`src/rtl/spd_pkg.sv`:
```
package spd_pkg;

    typedef enum logic [2:0] {
        PH_IDLE,
        PH_ADDR,
        PH_ADDR_ACK,
        PH_WR_BYTE,
        PH_WR_ACK,
        PH_RD_BYTE,
        PH_RD_ACK
    } phase_e;

    typedef struct packed {
        phase_e     phase;
        logic [3:0] cnt;
        logic [7:0] shreg;
        logic [7:0] ptr;
        logic       rd_mode;
        logic       sub_pend;
        logic       busy;
        logic       host_ack;
        logic       oe;
    } link_s;

    typedef struct packed {
        logic [7:0] rows;
        logic [7:0] cols;
        logic [7:0] banks;
        logic       bad;
    } geom_s;

    function automatic geom_s geometry(input logic [2:0] code);
        geom_s g;
        g = '{rows: 8'd0, cols: 8'd0, banks: 8'd0, bad: 1'b1};
        case (code)
            3'd0: g = '{rows: 8'd12, cols: 8'd8,  banks: 8'd1, bad: 1'b0};
            3'd1: g = '{rows: 8'd12, cols: 8'd9,  banks: 8'd1, bad: 1'b0};
            3'd2: g = '{rows: 8'd12, cols: 8'd10, banks: 8'd1, bad: 1'b0};
            3'd3: g = '{rows: 8'd12, cols: 8'd10, banks: 8'd2, bad: 1'b0};
            default: g = '{rows: 8'd0, cols: 8'd0, banks: 8'd0, bad: 1'b1};
        endcase
        return g;
    endfunction

endpackage

```
`src/rtl/spd_bus_sampler.sv`:
```
module spd_bus_sampler #(
    parameter int SYNC_STAGES = 2
) (
    input  logic clk,
    input  logic rst_n,
    input  logic scl_i,
    input  logic sda_i,
    output logic sda_s,
    output logic scl_rise,
    output logic scl_fall,
    output logic start_evt,
    output logic stop_evt
);
    localparam int LAST = SYNC_STAGES - 1;

    typedef struct packed {
        logic [SYNC_STAGES-1:0] scl_sync;
        logic [SYNC_STAGES-1:0] sda_sync;
        logic                   scl_p;
        logic                   sda_p;
    } samp_s;

    samp_s d, q;
    logic  scl_cur;

    // the sync chain is built stage by stage
    for (genvar s = 0; s < SYNC_STAGES; s++) begin : g_sync
        if (s == 0) begin : g_first
            always_comb begin
                d.scl_sync[0] = scl_i;
                d.sda_sync[0] = sda_i;
            end
        end else begin : g_next
            always_comb begin
                d.scl_sync[s] = q.scl_sync[s-1];
                d.sda_sync[s] = q.sda_sync[s-1];
            end
        end
    end

    always_comb begin
        d.scl_p = q.scl_sync[LAST];
        d.sda_p = q.sda_sync[LAST];
    end

    always_ff @(posedge clk or negedge rst_n) begin
        if (!rst_n) begin
            q <= '1;
        end else begin
            q <= d;
        end
    end

    always_comb begin
        scl_cur   = q.scl_sync[LAST];
        sda_s     = q.sda_sync[LAST];
        scl_rise  = scl_cur & ~q.scl_p;
        scl_fall  = ~scl_cur & q.scl_p;
        start_evt = scl_cur & q.scl_p & q.sda_p & ~sda_s;
        stop_evt  = scl_cur & q.scl_p & ~q.sda_p & sda_s;
    end

endmodule

```
`src/rtl/spd_content.sv`:
```
module spd_content
    import spd_pkg::*;
#(
    parameter int BYTE_COUNT = 128,
    parameter int LOG2_SIZE  = 8,
    parameter int MEM_TYPE   = 4
) (
    input  logic [7:0] idx,
    input  logic [2:0] cap_sel,
    output logic [7:0] data,
    output logic       cap_err
);
    localparam logic [7:0] COUNT_B = 8'(BYTE_COUNT);
    localparam logic [7:0] LOG2_B  = 8'(LOG2_SIZE);
    localparam logic [7:0] TYPE_B  = 8'(MEM_TYPE);

    geom_s g;

    always_comb begin
        g       = geometry(cap_sel);
        cap_err = g.bad;
        case (idx)
            8'd0:    data = COUNT_B;
            8'd1:    data = LOG2_B;
            8'd2:    data = TYPE_B;
            8'd3:    data = g.rows;
            8'd4:    data = g.cols;
            8'd5:    data = g.banks;
            default: data = 8'h00;
        endcase
    end

endmodule

```
`src/rtl/spd_link_fsm.sv`:
```
module spd_link_fsm
    import spd_pkg::*;
#(
    parameter logic [6:0] DEV_BASE   = 7'h50,
    parameter int         BYTE_COUNT = 128
) (
    input  logic       clk,
    input  logic       rst_n,
    input  logic       sda_s,
    input  logic       scl_rise,
    input  logic       scl_fall,
    input  logic       start_evt,
    input  logic       stop_evt,
    input  logic [2:0] slot_strap,
    input  logic [7:0] rom_data,
    output logic [7:0] rom_idx,
    output logic [7:0] ptr_q,
    output logic       rd_load,
    output logic       sda_oe
);
    localparam logic [7:0] COUNT_B = 8'(BYTE_COUNT);
    localparam logic [3:0] BITS    = 4'd8;

    link_s      d, q;
    logic [7:0] eff_ptr;
    logic [6:0] dev_addr;
    logic       do_load;

    always_comb begin
        dev_addr = DEV_BASE + {4'b0000, slot_strap};
        eff_ptr  = (q.ptr >= COUNT_B) ? 8'd0 : q.ptr;
        rom_idx  = eff_ptr;
        d        = q;
        do_load  = 1'b0;

        if (stop_evt) begin
            d.phase = PH_IDLE;
            d.oe    = 1'b0;
            d.busy  = 1'b0;
        end else if (start_evt) begin
            d.phase = PH_ADDR;
            d.cnt   = 4'd0;
            d.oe    = 1'b0;
            d.busy  = 1'b1;
            if (!q.busy) begin
                d.ptr = 8'd0;
            end
        end else begin
            case (q.phase)
                PH_ADDR, PH_WR_BYTE: begin
                    if (scl_rise && q.cnt < BITS) begin
                        d.shreg = {q.shreg[6:0], sda_s};
                        d.cnt   = q.cnt + 4'd1;
                    end else if (scl_fall && q.cnt == BITS) begin
                        if (q.phase == PH_ADDR) begin
                            if (q.shreg[7:1] == dev_addr) begin
                                d.phase    = PH_ADDR_ACK;
                                d.oe       = 1'b1;
                                d.rd_mode  = q.shreg[0];
                                d.sub_pend = ~q.shreg[0];
                            end else begin
                                d.phase = PH_IDLE;
                            end
                        end else begin
                            d.phase = PH_WR_ACK;
                            d.oe    = 1'b1;
                            if (q.sub_pend) begin
                                d.ptr      = q.shreg;
                                d.sub_pend = 1'b0;
                            end
                        end
                    end
                end
                PH_ADDR_ACK, PH_WR_ACK: begin
                    if (scl_fall) begin
                        if (q.phase == PH_ADDR_ACK && q.rd_mode) begin
                            do_load = 1'b1;
                        end else begin
                            d.phase = PH_WR_BYTE;
                            d.cnt   = 4'd0;
                            d.oe    = 1'b0;
                        end
                    end
                end
                PH_RD_BYTE: begin
                    if (scl_fall) begin
                        if (q.cnt == 4'd7) begin
                            d.oe    = 1'b0;
                            d.phase = PH_RD_ACK;
                        end else begin
                            d.cnt   = q.cnt + 4'd1;
                            d.shreg = {q.shreg[6:0], 1'b0};
                            d.oe    = ~q.shreg[6];
                        end
                    end
                end
                PH_RD_ACK: begin
                    if (scl_rise) begin
                        d.host_ack = ~sda_s;
                    end
                    if (scl_fall) begin
                        if (q.host_ack) begin
                            do_load = 1'b1;
                        end else begin
                            d.phase = PH_IDLE;
                            d.oe    = 1'b0;
                        end
                    end
                end
                default: begin
                    d.oe = 1'b0;
                end
            endcase
        end

        if (do_load) begin
            d.phase = PH_RD_BYTE;
            d.cnt   = 4'd0;
            d.shreg = rom_data;
            d.oe    = ~rom_data[7];
            d.ptr   = eff_ptr + 8'd1;
        end
        rd_load = do_load;
    end

    always_ff @(posedge clk or negedge rst_n) begin
        if (!rst_n) begin
            q <= '{phase: PH_IDLE, cnt: 4'd0, shreg: 8'd0, ptr: 8'd0,
                   rd_mode: 1'b0, sub_pend: 1'b0, busy: 1'b0,
                   host_ack: 1'b0, oe: 1'b0};
        end else begin
            q <= d;
        end
    end

    assign sda_oe = q.oe;
    assign ptr_q  = q.ptr;

endmodule

```
`src/rtl/spd_i2c_target.sv`:
```
module spd_i2c_target #(
    parameter logic [6:0] DEV_BASE    = 7'h50,
    parameter int         BYTE_COUNT  = 128,
    parameter int         LOG2_SIZE   = 8,
    parameter int         MEM_TYPE    = 4,
    parameter int         SYNC_STAGES = 2
) (
    input  logic       clk,
    input  logic       rst_n,
    input  logic       scl_i,
    input  logic       sda_i,
    output logic       sda_oe,
    input  logic [2:0] slot_strap,
    input  logic [2:0] cap_sel,
    output logic       cap_err
);
    logic       sda_s, scl_rise, scl_fall, start_evt, stop_evt;
    logic [7:0] rom_idx, rom_data, ptr_q;
    logic       rd_load;

    spd_bus_sampler #(.SYNC_STAGES(SYNC_STAGES)) u_samp (
        .clk       (clk),
        .rst_n     (rst_n),
        .scl_i     (scl_i),
        .sda_i     (sda_i),
        .sda_s     (sda_s),
        .scl_rise  (scl_rise),
        .scl_fall  (scl_fall),
        .start_evt (start_evt),
        .stop_evt  (stop_evt)
    );

    spd_content #(
        .BYTE_COUNT (BYTE_COUNT),
        .LOG2_SIZE  (LOG2_SIZE),
        .MEM_TYPE   (MEM_TYPE)
    ) u_rom (
        .idx     (rom_idx),
        .cap_sel (cap_sel),
        .data    (rom_data),
        .cap_err (cap_err)
    );

    spd_link_fsm #(
        .DEV_BASE   (DEV_BASE),
        .BYTE_COUNT (BYTE_COUNT)
    ) u_fsm (
        .clk        (clk),
        .rst_n      (rst_n),
        .sda_s      (sda_s),
        .scl_rise   (scl_rise),
        .scl_fall   (scl_fall),
        .start_evt  (start_evt),
        .stop_evt   (stop_evt),
        .slot_strap (slot_strap),
        .rom_data   (rom_data),
        .rom_idx    (rom_idx),
        .ptr_q      (ptr_q),
        .rd_load    (rd_load),
        .sda_oe     (sda_oe)
    );

endmodule

```
`config.mk`:
```
export PLATFORM = sky130hd
export DESIGN_NAME = spd_i2c_target
export DESIGN_NICKNAME = d
export VERILOG_FILES = /design/src/rtl/spd_pkg.sv /design/src/rtl/spd_bus_sampler.sv /design/src/rtl/spd_content.sv /design/src/rtl/spd_link_fsm.sv /design/src/rtl/spd_i2c_target.sv
export SDC_FILE = /design/constraint.sdc
export NUM_CORES = 1
export LEC_CHECK = 0
export CAP_MARGIN = 0
export CORE_MARGIN = 2
export CORE_UTILIZATION = 57
export CTS_CLUSTER_DIAMETER = 80
export CTS_CLUSTER_SIZE = 28
export DETAILED_ROUTE_END_ITERATION = 6
export DONT_BUFFER_PORTS = 1
export GPL_ROUTABILITY_DRIVEN = 0
export HOLD_SLACK_MARGIN = 0.05
export PLACE_DENSITY = 0.72
export SYNTH_ARGS = -nofsm -noshare
export SYNTH_HDL_FRONTEND = slang
export SYNTH_HIERARCHICAL = 1
export SYNTH_SLANG_ARGS = --single-unit
```
`constraint.sdc`:
```
create_clock -name clk -period 6.6 [get_ports clk]
set_clock_uncertainty 0.1 [all_clocks]
set_input_delay 0.66 -clock clk [delete_from_list [all_inputs] [get_ports clk]]
set_output_delay 0.66 -clock clk [all_outputs]
set_load 0.01 [all_outputs]
```
* Yosys cells after proc, flatten, opt, wreduce, memory -nomap -nowiden *
Index checks and enable logic that the tools add are counted.
W data, S select, Z words.

operators by class
  bitwise logic cells = 17
  equality and inequality tests = 40
  add/sub/neg operators = 3
  reductions and logical operators = 22
  $lt $le $gt $ge = 2
  multiplexer cells = 57

operators with widths
  kind                  number
  $pmux W21 S4          1
  $mux W8               6
  $pmux W8 S6           1
  $mux W10              3
  $ne A5 B4 Y1 const B  5
  $mux W12              2
  $mux W1               23
  $mux W23              1
  $mux W22              1
  $mux W3               7
  $mux W7               3
  $reduce_and A7 Y1     3
  $eq A8 B2 Y1 const B  2
  $eq A8 B3 Y1 const B  2
  $pmux W8 S2           1
  $mux W15              1
  $ne A5 B5 Y1 const B  3
  $eq A3 B2 Y1 const B  4
  $ne A3 B3 Y1 const B  4
  $ne A4 B3 Y1 const B  3
  $pmux W3 S4           1
  $pmux W4 S3           1
  $reduce_and A6 Y1     2
  $reduce_bool A3 Y1    4
  other kinds (31)      57

word-level totals
  bits of input ports = 10
  output and inout bits = 2
  bits in registers = 34
  word-level logic and storage cells = 154

* Longest topological paths before layout *
Gate-level depths: netlist of the first run.

  depth after elaboration = 10
  gate-level depth with buffers = 8
  gate-level depth less buffers = 7

* Cells and area by module *
The synthesis of the first run kept the hierarchy.

modules (own cells, without submodules)
  module           cells an instance  times used  seq. area each (um2)  area each (um2)
  spd_link_fsm     211                1           700.7                 1991.9
  spd_bus_sampler  10                 1           157.7                 190.2
  spd_content      22                 1           0.0                   142.6

* Worst setup path before layout of the first run *
OpenSTA, ideal clock, no wires.

  kind = reg-to-reg
  start point = register u_samp/q[1] in the netlist's numbering
  end point = register u_fsm.q, in the netlist u_fsm/ptr_q[6]
  data required time = 6.379 ns
  period minus slack after synthesis = 2.402 ns
  path slack = 4.198 ns
  arrival time = 2.181 ns
  library setup time = 0.121 ns
  path buffers = 0
  cell stages (with the launch flop) = 7
  cells stage by stage = dfstp_2 nor2b_1 nand4b_2 or4_4 a221oi_4 o21ai_0 a22o_2

on the way
  longest elaborated chain between the ends = 7
  elaborated cells on any way between the ends = 26
  those cells by class = eq/ne: 4; mux: 8; bitwise: 8; reduce/logical: 6

RTL lines
  item                                                   line                                     source
  start: declaration                                     spd_bus_sampler.sv:23                    samp_s d, q;
  start signal: assignment                               spd_bus_sampler.sv:48                    q <= '1;
  start signal: assignment                               spd_bus_sampler.sv:50                    q <= d;
  $and A1 B1 Y1 (*)                                      spd_bus_sampler.sv:58                    scl_fall = ~scl_cur & q.scl_p;
  named net scl_fall                                     spd_i2c_target.sv:17                     logic sda_s, scl_rise, scl_fall, start_evt, stop_evt;
  $mux W1 (on tied branches)                             spd_link_fsm.sv:101, spd_link_fsm.sv:75
  $pmux W1 S2                                            spd_link_fsm.sv:49                       case (q.phase)
  $mux W1                                                spd_link_fsm.sv:40                       end else if (start_evt) begin
  $mux W1                                                spd_link_fsm.sv:36                       if (stop_evt) begin
  $ne A3 B3 Y1 (no source line) (tied with other cells)  n/a
  $reduce_and A7 Y1 (no source line)                     n/a
  end signal: assignment                                 spd_link_fsm.sv:128                      q <= '{phase: PH_IDLE, cnt: 4'd0, shreg: 8'd0, ptr: 8'd0,
  end: declaration                                       spd_link_fsm.sv:24                       link_s d, q;

The timed path passes the listed nets; every way through them passes the cells marked *. The select of a mux whose other input is x is not followed.
A chain may end at the register's enable or synchronous reset.

* Final worst setup path of the first run *
  start point = register u_samp/q[1] in the netlist's numbering
  end point = register u_fsm.q, in the netlist u_fsm/ptr_q[3]

The elaborated chain is that of the path after synthesis.

==> results of run 1 <==
[power by group through the flow]
| stage | Combinational (uW) | Clock [uW] | Sequential [uW] |
|---|---|---|---|
| after detailed placement | 345 | 0 | 366 |
| after global routing | 398 | 204 | 373 |
| after floorplan | 326 | 0 | 314 |
| after global placement | 331 | 0 | 361 |
| after CTS | 353 | 196 | 362 |
| final | 355 | 194 | 364 |
[through the flow]
stage	hold WS, ps	instances	utilization [%]	area (um2)
2_1_floorplan	245	237	-	2270
3_3_place_gp	246	273	59.9	2240
3_5_place_dp	250	273	59.9	2240
4_1_cts	81.2	282	63.5	2380
5_1_grt	84.5	282	63.5	2380
6_report	77.9	282	63.5	2380
[metal layers]
layer	wire, um	global-route usage (%)
met1	2100	32.7
met2	2530	43.6
met3	322	5.24
met4	61	8.67
met5	0	0
[critical path: cells and delay by family (launching register included)]
family	cells	cell delay, ps
AO/OA/AOI/OAI	3	1070
AND/OR/NAND/NOR	3	1100
flip-flops	1	550
[worst max-delay path by stage]
stage and end:
2_1_floorplan u_fsm/ptr_q[6], 3_3_place_gp u_fsm/ptr_q[6], 3_5_place_dp u_fsm/ptr_q[6], 4_1_cts u_fsm/ptr_q[3], 5_1_grt u_fsm/ptr_q[3], 6_report u_fsm/ptr_q[3]
[sequential cells by signal, summed over array words and instances, names as in the netlist]
name and flops:
u_fsm/ptr_q 8, u_samp/d 3, u_fsm/sda_oe 1, u_fsm/q 19, u_samp/q 2, u_samp/sda_s 1
[layout make-up]
type | instances | area, um2
fill | 324 | 1370
timing repair buffer | 2 | 27.5
sequential | 34 | 858
clock inverter | 3 | 45.0
tap | 48 | 60.1
clock buffer | 5 | 68.8
multi-input combinational | 178 | 1270
inverter | 12 | 45.0
[timing repair]
item	4_1_cts	5_1_grt
endpoints found under the setup margin	0	0
gates resized for setup	0	0
hold buffers	1	0
hold endpoints to repair	28	0
==> summary.txt, run 1 <==
Status
  – Status: finished, final reports clean

Cells and area
  – Commonest non-fill, non-tap cell in the layout: dfrtp_1
  – N_diodes: 0
  – Layout Nets: 246
  – Layout cell share with drive strength beyond 1: 20.5%
  – Commonest non-fill, non-tap cells in the layout: 28 x dfrtp_1, 17 x o21ai_0, 16 x nand2_1
  – Area delta synth->final: 4.92%

Job
  – Max-Cap Viols: 0

Floorplan
  – Initial Util: 60.5%
  – Num rows: 22
  – Core footprint: 3740 um2
  – Chip width: 67.0 um
  – DIE AREA: 4490 um2
  – Ports: 12
  – Die height: 67.0 um

Global route
  – First-pass GRT wire length: 8570 um
  – Number of global-route vias before repair: 1781
  – Grt ovf: 0
  – Initial antenna violation count: 0
  – Largest net degree at the start of global routing: 29
  – Tot GR Track Use: 25.8%

Synthesis
  – Syn avg cell area: about 9.6 um2
  – Synth warn: 6
  – Post-Synthesis Cells: 235
  – Mapped cell area: 2260 um2

Hold path
  – Min-Delay Path Class: in2async

Route
  – Post-Route WL: 5010 um
  – 1st-iter DRT viols: 170
  – First-pass detailed-route iteration total: 4
  – Vias: 1815
  – Routed Antenna Nets: 0
  – Via density: 6.44
  – DRC Markers: 0
  – Drt wl/cell: 17.8 um

Worst setup path
  – Path depth of the worst reg2reg path: 6
  – Reg2reg setup slack: 3680 ps
  – CP Class: reg2reg
  – Crit path arrival time: 3000 ps
  – CP endpoint kind: register
  – Worst-path fanout max: 16
  – CP Cell Sequence: nor2b_1, nand4b_2, or4_4, a221oi_4, o21ai_0, a22o_2
  – CP startpoint: u_samp/q[1]
  – Worst stage delay on the critical path: 620 ps
  – Slowest CP cell: a221oi_4
  – Crit Reg-Reg Endpoint: u_fsm/ptr_q[3]
  – Worst r2r src: u_samp/q[1]
  – Crit path launch type: register
  – WP data required: 6680 ps

CTS
  – Root Driver: clkbuf_8
  – Max Buffers Root-to-Sink: 2
  – Clock Sinks: 34
  – Reg clk slew, reported paths: approximately 70 ps
  – H-tree depth: 2
  – Post-CTS Setup Inserts: 0
  – Worst-Skew Late Latency: ~290 ps
  – TritonCTS clock tree: yes
  – CTS Buf Count: 5

Timing
  – Part of the cycle the worst path needs: between 40% and 50%
  – Hold Vio Cnt, Final: 0
  – FMAX: 342 MHz
  – Slew HR: ~44%
  – Final Setup Violations: 0
  – Final min period: 2920 ps
  – Measured slew at the worst slew-check pin: 832 ps
  – Final Max Slew Viols: 0
  – Worst setup slack after layout: about 3700 ps
  – RSZ-0062 raised after global routing: no
  – Final setup TNS: 0 ps

Place
  – Pre-CTS setup slack: 3710 ps
  – Dpl hpwl: between 3000 and 4000 um
  – PortBufs: 0

Pwr
  – Net Switching: 357 uW
  – Peak supply drop: 0.000215 V
  – Seq pwr share: between 30% and 40%
  – P_leak: 0.000970 uW
  – Clock power share: 21.2%
  – Gate power share: roughly two fifths
  – Internal Power: 556 uW
  – PnR Total Power: 913 uW
  – Power per cell area: between 300 and 400 nW/um2
  – Sw frac: 39.1%
No activity file was read; power rests on OpenSTA's default activity.
==> run 2: changes to the inputs <==
--- a/config.mk
+++ b/config.mk
@@ -5,6 +5,7 @@
 export SDC_FILE = /design/constraint.sdc
 export NUM_CORES = 1
 export LEC_CHECK = 0
+export ABC_AREA = 1
 export CAP_MARGIN = 0
 export CORE_MARGIN = 2
 export CORE_UTILIZATION = 57
==> constraint.sdc (replaced) <==
create_clock -name clk -period 2.9 [get_ports clk]
set_clock_uncertainty 0.1 [all_clocks]
set_input_delay 0.29 -clock clk [delete_from_list [all_inputs] [get_ports clk]]
set_output_delay 0.29 -clock clk [all_outputs]
set_load 0.01 [all_outputs]
==> run 2 against run 1 <==
Against the previous run: clock power rose by 89%; non-clock buffer count rose by 3; sequential share of layout area fell by 4.2 points; highest routed layer unchanged.
==> summary.txt, run 2 <==
Cells and area
  – Post-Layout Inst Area: 2690 um2
  – Commonest non-fill, non-tap cells in the layout: 128 x nand2_1, 48 x inv_1, 46 x nor2_1, 46 x nand3_1, 28 x dfrtp_1
  – Commonest non-fill, non-tap cell in the layout: nand2_1
  – Layout Nets: 410
  – Max reg flops: 19
  – Layout cell share with drive strength beyond 1: 9.30%
  – Fin util: 62.1%
  – # fillers: roughly 420
  – N_diodes: 0
  – Most flop-heavy register: u_fsm/q
  – Area delta synth->final: 5.04%

Pwr
  – Peak supply drop: roughly 0.00029 V
  – Power per cell area: roughly 710 nW/um2
  – P_leak: 0.00147 uW

Timing
  – FMAX: approximately 410 MHz
  – Final min period: 2440 ps
  – Measured slew at the worst slew-check pin: 668 ps
  – Part of the cycle the worst path needs: 84.2%
  – Final Max Slew Viols: 0
  – Slew HR: 55.4%
  – RSZ-0062 raised after global routing: no
  – Hold Vio Cnt, Final: 0
  – Final setup TNS: 0 ps
  – Final Setup Violations: 0

Floorplan
  – Num rows: 24
  – DIE AREA: 5040 um2
  – Initial Util: 59.1%
  – Chip width: ~71 um
  – Core footprint: 4320 um2
  – Ports: 12
  – Die height: 71.0 um

Route
  – Drt wl/cell: approximately 13 um
  – 1st-iter DRT viols: 188
  – Vias: approximately 2500
  – Routed Antenna Nets: 0
  – DRC Markers: 0
  – Via density: 5.49
  – First-pass detailed-route iteration total: 5
  – Post-Route WL: 5890 um

Synthesis
  – Syn avg cell area: 6.44 um2
  – Mapped cell area: 2560 um2
  – Post-Synthesis Cells: 397
  – Synth warn: 6

Worst setup path
  – Crit path launch type: register
  – CP endpoint kind: register
  – Worst-path fanout max: 11
  – CP Class: reg2reg
  – WP data required: 2980 ps
  – Crit path arrival time: 2520 ps

Global route
  – Number of global-route vias before repair: ~2300
  – Largest net degree at the start of global routing: 35
  – Grt ovf: 0
  – Initial antenna violation count: 0
  – First-pass GRT wire length: 10200 um
  – Tot GR Track Use: 25.1%

CTS
  – Reg clk slew, reported paths: approximately 70 ps
  – Max Buffers Root-to-Sink: 2
  – CTS Buf Count: 5
  – TritonCTS clock tree: yes
  – H-tree depth: 2
  – Post-CTS Setup Inserts: 0
  – Worst-Skew Late Latency: between 200 and 300 ps
  – Root Driver: clkbuf_8
  – Clock Sinks: 34

Place
  – Area post-placement: 2540 um2
  – Dpl hpwl: 4440 um
  – PortBufs: 0

Status
  – Status: finished, final reports clean

Job
  – Max-Cap Viols: 0

Hold path
  – Min-Delay Path Class: reg2reg
[run 2: final timing paths]
| kind | start | to | slack (ps) | depth (start not counted) |
|---|---|---|---|---|
| worst min register to register | u_samp/d[5] | u_samp/d[1] | 260 | 0 |
| worst max-delay path | u_samp/q[1] | u_fsm/q[3] | 460 | 7 |
| max in group asynchronous | rst_n | u_samp/d[3] | 2120 | 2 |
| worst min-delay path | u_samp/d[5] | u_samp/d[1] | 260 | 0 |
| min in group asynchronous | rst_n | u_fsm/q[2] | 340 | 2 |
| worst max register to register | u_samp/q[1] | u_fsm/q[3] | 460 | 7 |
[run 2: critical path, cell delays in order, from the launching register on]
cell and delay, ps:
dfstp_2 540, inv_1 40, nor2_1 300, nand4_1 470
nor4_1 640, nand2_1 100, nand2_1 80, nand2_1 50
[run 2: final cells by class]
cell class / count / area, um2 / share of cell area [%]
clock inverter: 2 / 12.5 / 0.466
sequential: 34 / 858 / 32.0
clock buffer: 6 / 82.6 / 3.07
inverter: 52 / 201 / 7.50
tap: 52 / 65.1 / 2.42
multi-input combinational: 299 / 1410 / 52.4
timing repair buffer: 5 / 57.6 / 2.14
[run 2: routing by layer]
layer,vias up,track usage (%),wire length (um)
li1,1249,-,-
met4,0,8.60,110
met1,1141,32.6,2640
met2,71,42.5,2850
met5,-,0,0
met3,9,4.27,287
[run 2: per-stage QoR]
| stage | setup WS, ps | hold WS [ps] | total power, uW | std cells |
|---|---|---|---|---|
| floorplan | 959 | -106 | 1350 | 399 |
| global placement | 578 | -104 | 1490 | 438 |
| detailed placement | 538 | -104 | 1510 | 438 |
| CTS | 498 | 264 | 1890 | 450 |
| global route | 253 | 270 | 2060 | 450 |
| finish | 459 | 263 | 1890 | 450 |
[run 2: power by group]
part           switching, uW  internal (uW)
clock                    176            191
sequential               130            581
combinational            550            267
[run 2: what timing repair did]
item	4_1_cts	5_1_grt
resized for setup	0	0
hold endpoints to repair	36	0
hold buffers	4	0
==> run 3: changes to the inputs <==
--- a/config.mk
+++ b/config.mk
@@ -5,7 +5,7 @@
 export SDC_FILE = /design/constraint.sdc
 export NUM_CORES = 1
 export LEC_CHECK = 0
-export ABC_AREA = 1
+export ABC_AREA = 0
 export CAP_MARGIN = 0
 export CORE_MARGIN = 2
 export CORE_UTILIZATION = 57
==> constraint.sdc (replaced) <==
create_clock -name clk -period 2.5 [get_ports clk]
set_clock_uncertainty 0.1 [all_clocks]
set_input_delay 0.25 -clock clk [delete_from_list [all_inputs] [get_ports clk]]
set_output_delay 0.25 -clock clk [all_outputs]
set_load 0.01 [all_outputs]
==> run 3 against run 2 <==
Against the previous run: register-to-register slack worse by 320 ps; clock power rose by 68%; critical path depth is the same; global-route usage rose by 1.4 points; critical endpoint is now u_fsm/ptr_q[7].
==> summary.txt, run 3 (synthesis results as in run 1) <==
Worst setup path
  – Crit path launch type: register
  – CP endpoint kind: register
  – Crit path arrival time: 2470 ps
  – CP Cell Sequence: nor2b_4, nand4b_2, or4_4, a221oi_4, buf_4, nor2_2, a31oi_2
  – Slowest CP cell: dfstp_2
  – CP Class: reg2reg
  – Worst stage delay on the critical path: 560 ps
  – WP data required: ~2600 ps
  – Top delay family on crit path: simple AND/OR/NAND/NOR gates
  – WP buf/inv: 1
  – Worst-path fanout max: 9
  – Reg2reg setup slack: 130 ps

Pwr
  – Seq pwr share: 35.6%
  – Net Switching: ~960 uW
  – Gate power share: 40.6%
  – P_leak: 0.00108 uW
  – Power per cell area: roughly 1000 nW/um2
  – Sw frac: 37.1%
  – Internal Power: 1640 uW
  – Peak supply drop: 0.000615 V
  – Clock power share: 23.8%

CTS
  – CTS Buf Count: 5
  – H-tree depth: 2
  – Reg clk slew, reported paths: ~80 ps
  – Clock Sinks: 34
  – TritonCTS clock tree: yes
  – Worst-Skew Late Latency: slightly below 300 ps
  – Max Buffers Root-to-Sink: 2
  – Root Driver: clkbuf_8

Floorplan
  – Core footprint: 3740 um2
  – Num rows: 22
  – Chip width: 67.0 um
  – DIE AREA: 4490 um2
  – Initial Util: roughly 60%
  – Ports: 12
  – Die height: roughly 67 um

Global route
  – First-pass GRT wire length: 8780 um
  – Number of global-route vias before repair: 1919
  – Largest net degree at the start of global routing: 35
  – Initial antenna violation count: 0
  – Tot GR Track Use: 26.5%
  – Grt ovf: 0

Cells and area
  – Max reg flops: 19
  – Commonest non-fill, non-tap cells in the layout: 28 x dfrtp_1, 16 x o21ai_0, 16 x nand2_1
  – N_diodes: 0
  – Most flop-heavy register: u_fsm/q
  – Fin util: between 60% and 70%
  – Non-Filler Instances: approximately 300
  – Area delta synth->final: 13.2%
  – Layout Nets: 263
  – Layout cell share with drive strength beyond 1: between 20% and 30%
  – Commonest non-fill, non-tap cell in the layout: dfrtp_1

Status
  – Status: finished, final reports clean

Place
  – Placed cells: 286
  – PortBufs: 0
  – Dpl hpwl: 3740 um

Timing
  – Slew HR: between 60 and 70%
  – Part of the cycle the worst path needs: 94.6%
  – Final Max Slew Viols: 0
  – Measured slew at the worst slew-check pin: 575 ps
  – Final Setup Violations: 0
  – Final min period: 2370 ps
  – Hold Vio Cnt, Final: 0
  – RSZ-0062 raised after global routing: no
  – FMAX: 423 MHz

Hold path
  – Min-Delay Path Class: reg2reg

Route
  – Routed Antenna Nets: 0
  – Via density: between 6 and 7
  – Vias: 1886
  – Drt wl/cell: ~17 um
  – Post-Route WL: 5080 um
  – First-pass detailed-route iteration total: 4
  – DRC Markers: 0
  – 1st-iter DRT viols: ~200

Job
  – Max-Cap Viols: 0
## run 3: worst paths after layout
path / startpoint / to / cells after the start
setup reg to reg: u_samp/q[1] / u_fsm/ptr_q[7] / 7
hold / removal: u_samp/d[3] / u_samp/sda_s / 0
setup / recovery: u_samp/q[1] / u_fsm/ptr_q[7] / 7
max in group asynchronous: rst_n / u_samp/d[3] / 2
hold reg to reg: u_samp/d[3] / u_samp/sda_s / 0
min in group asynchronous: rst_n / u_fsm/q[25] / 2
## run 3: final cells by class
type | instances | area, um2
flip-flops and latches | 34 | 858
clock buffers | 5 | 68.8
well taps | 48 | 60.1
multi-input cells | 178 | 1300
repair buffers | 19 | 163
inverters | 12 | 45.0
clock inverters | 3 | 68.8
fillers | 295 | 1180
## run 3: worst reg2reg max path, delay by kind of cell (launching register included)
family | cells | cell delay, ps
AO/OA/AOI/OAI | 2 | 490
buffers and inverters | 1 | 230
flip-flops | 1 | 560
AND/OR/NAND/NOR | 4 | 900
## run 3: power groups by stage
stage	registers, uW	clock network (uW)	logic, uW
after global routing	950	658	1170
final	927	618	1060
after CTS	923	627	1040
after detailed placement	933	0	1010
after floorplan	829	0	861
after global placement	924	0	982
## run 3: routing by layer
metal	track usage (%)	up-vias	part of all wire, %	wire length (um)
met1	31.7	913	42	2140
met5	0	-	0	0
met2	44.3	67	49	2510
met3	6.93	23	5.5	277
met4	12.2	0	3.1	159
li1	-	883	-	-
## run 3: repair_timing
action / in CTS / in global routing
hold buffers: 4 / 0
setup buffers: 0 / 1
pin swaps: 0 / 2
hold endpoints to repair: 36 / 0
gates resized for setup: 2 / 4
gates cloned: 0 / 0
setup endpoints to repair: 10 / 9
## run 3: stage by stage
step	cell area [um2]	setup slack [ps]	total power (uW)	TNS [ps]	hold slack [ps]
2_1_floorplan	2270	98.0	1690	0	-146
3_3_place_gp	2340	94.3	1910	0	-145
3_5_place_dp	2340	-22.4	1940	-22.4	-144
4_1_cts	2530	39.9	2590	0	260
5_1_grt	2560	1.87	2780	0	262
6_report	2560	135	2600	0	259
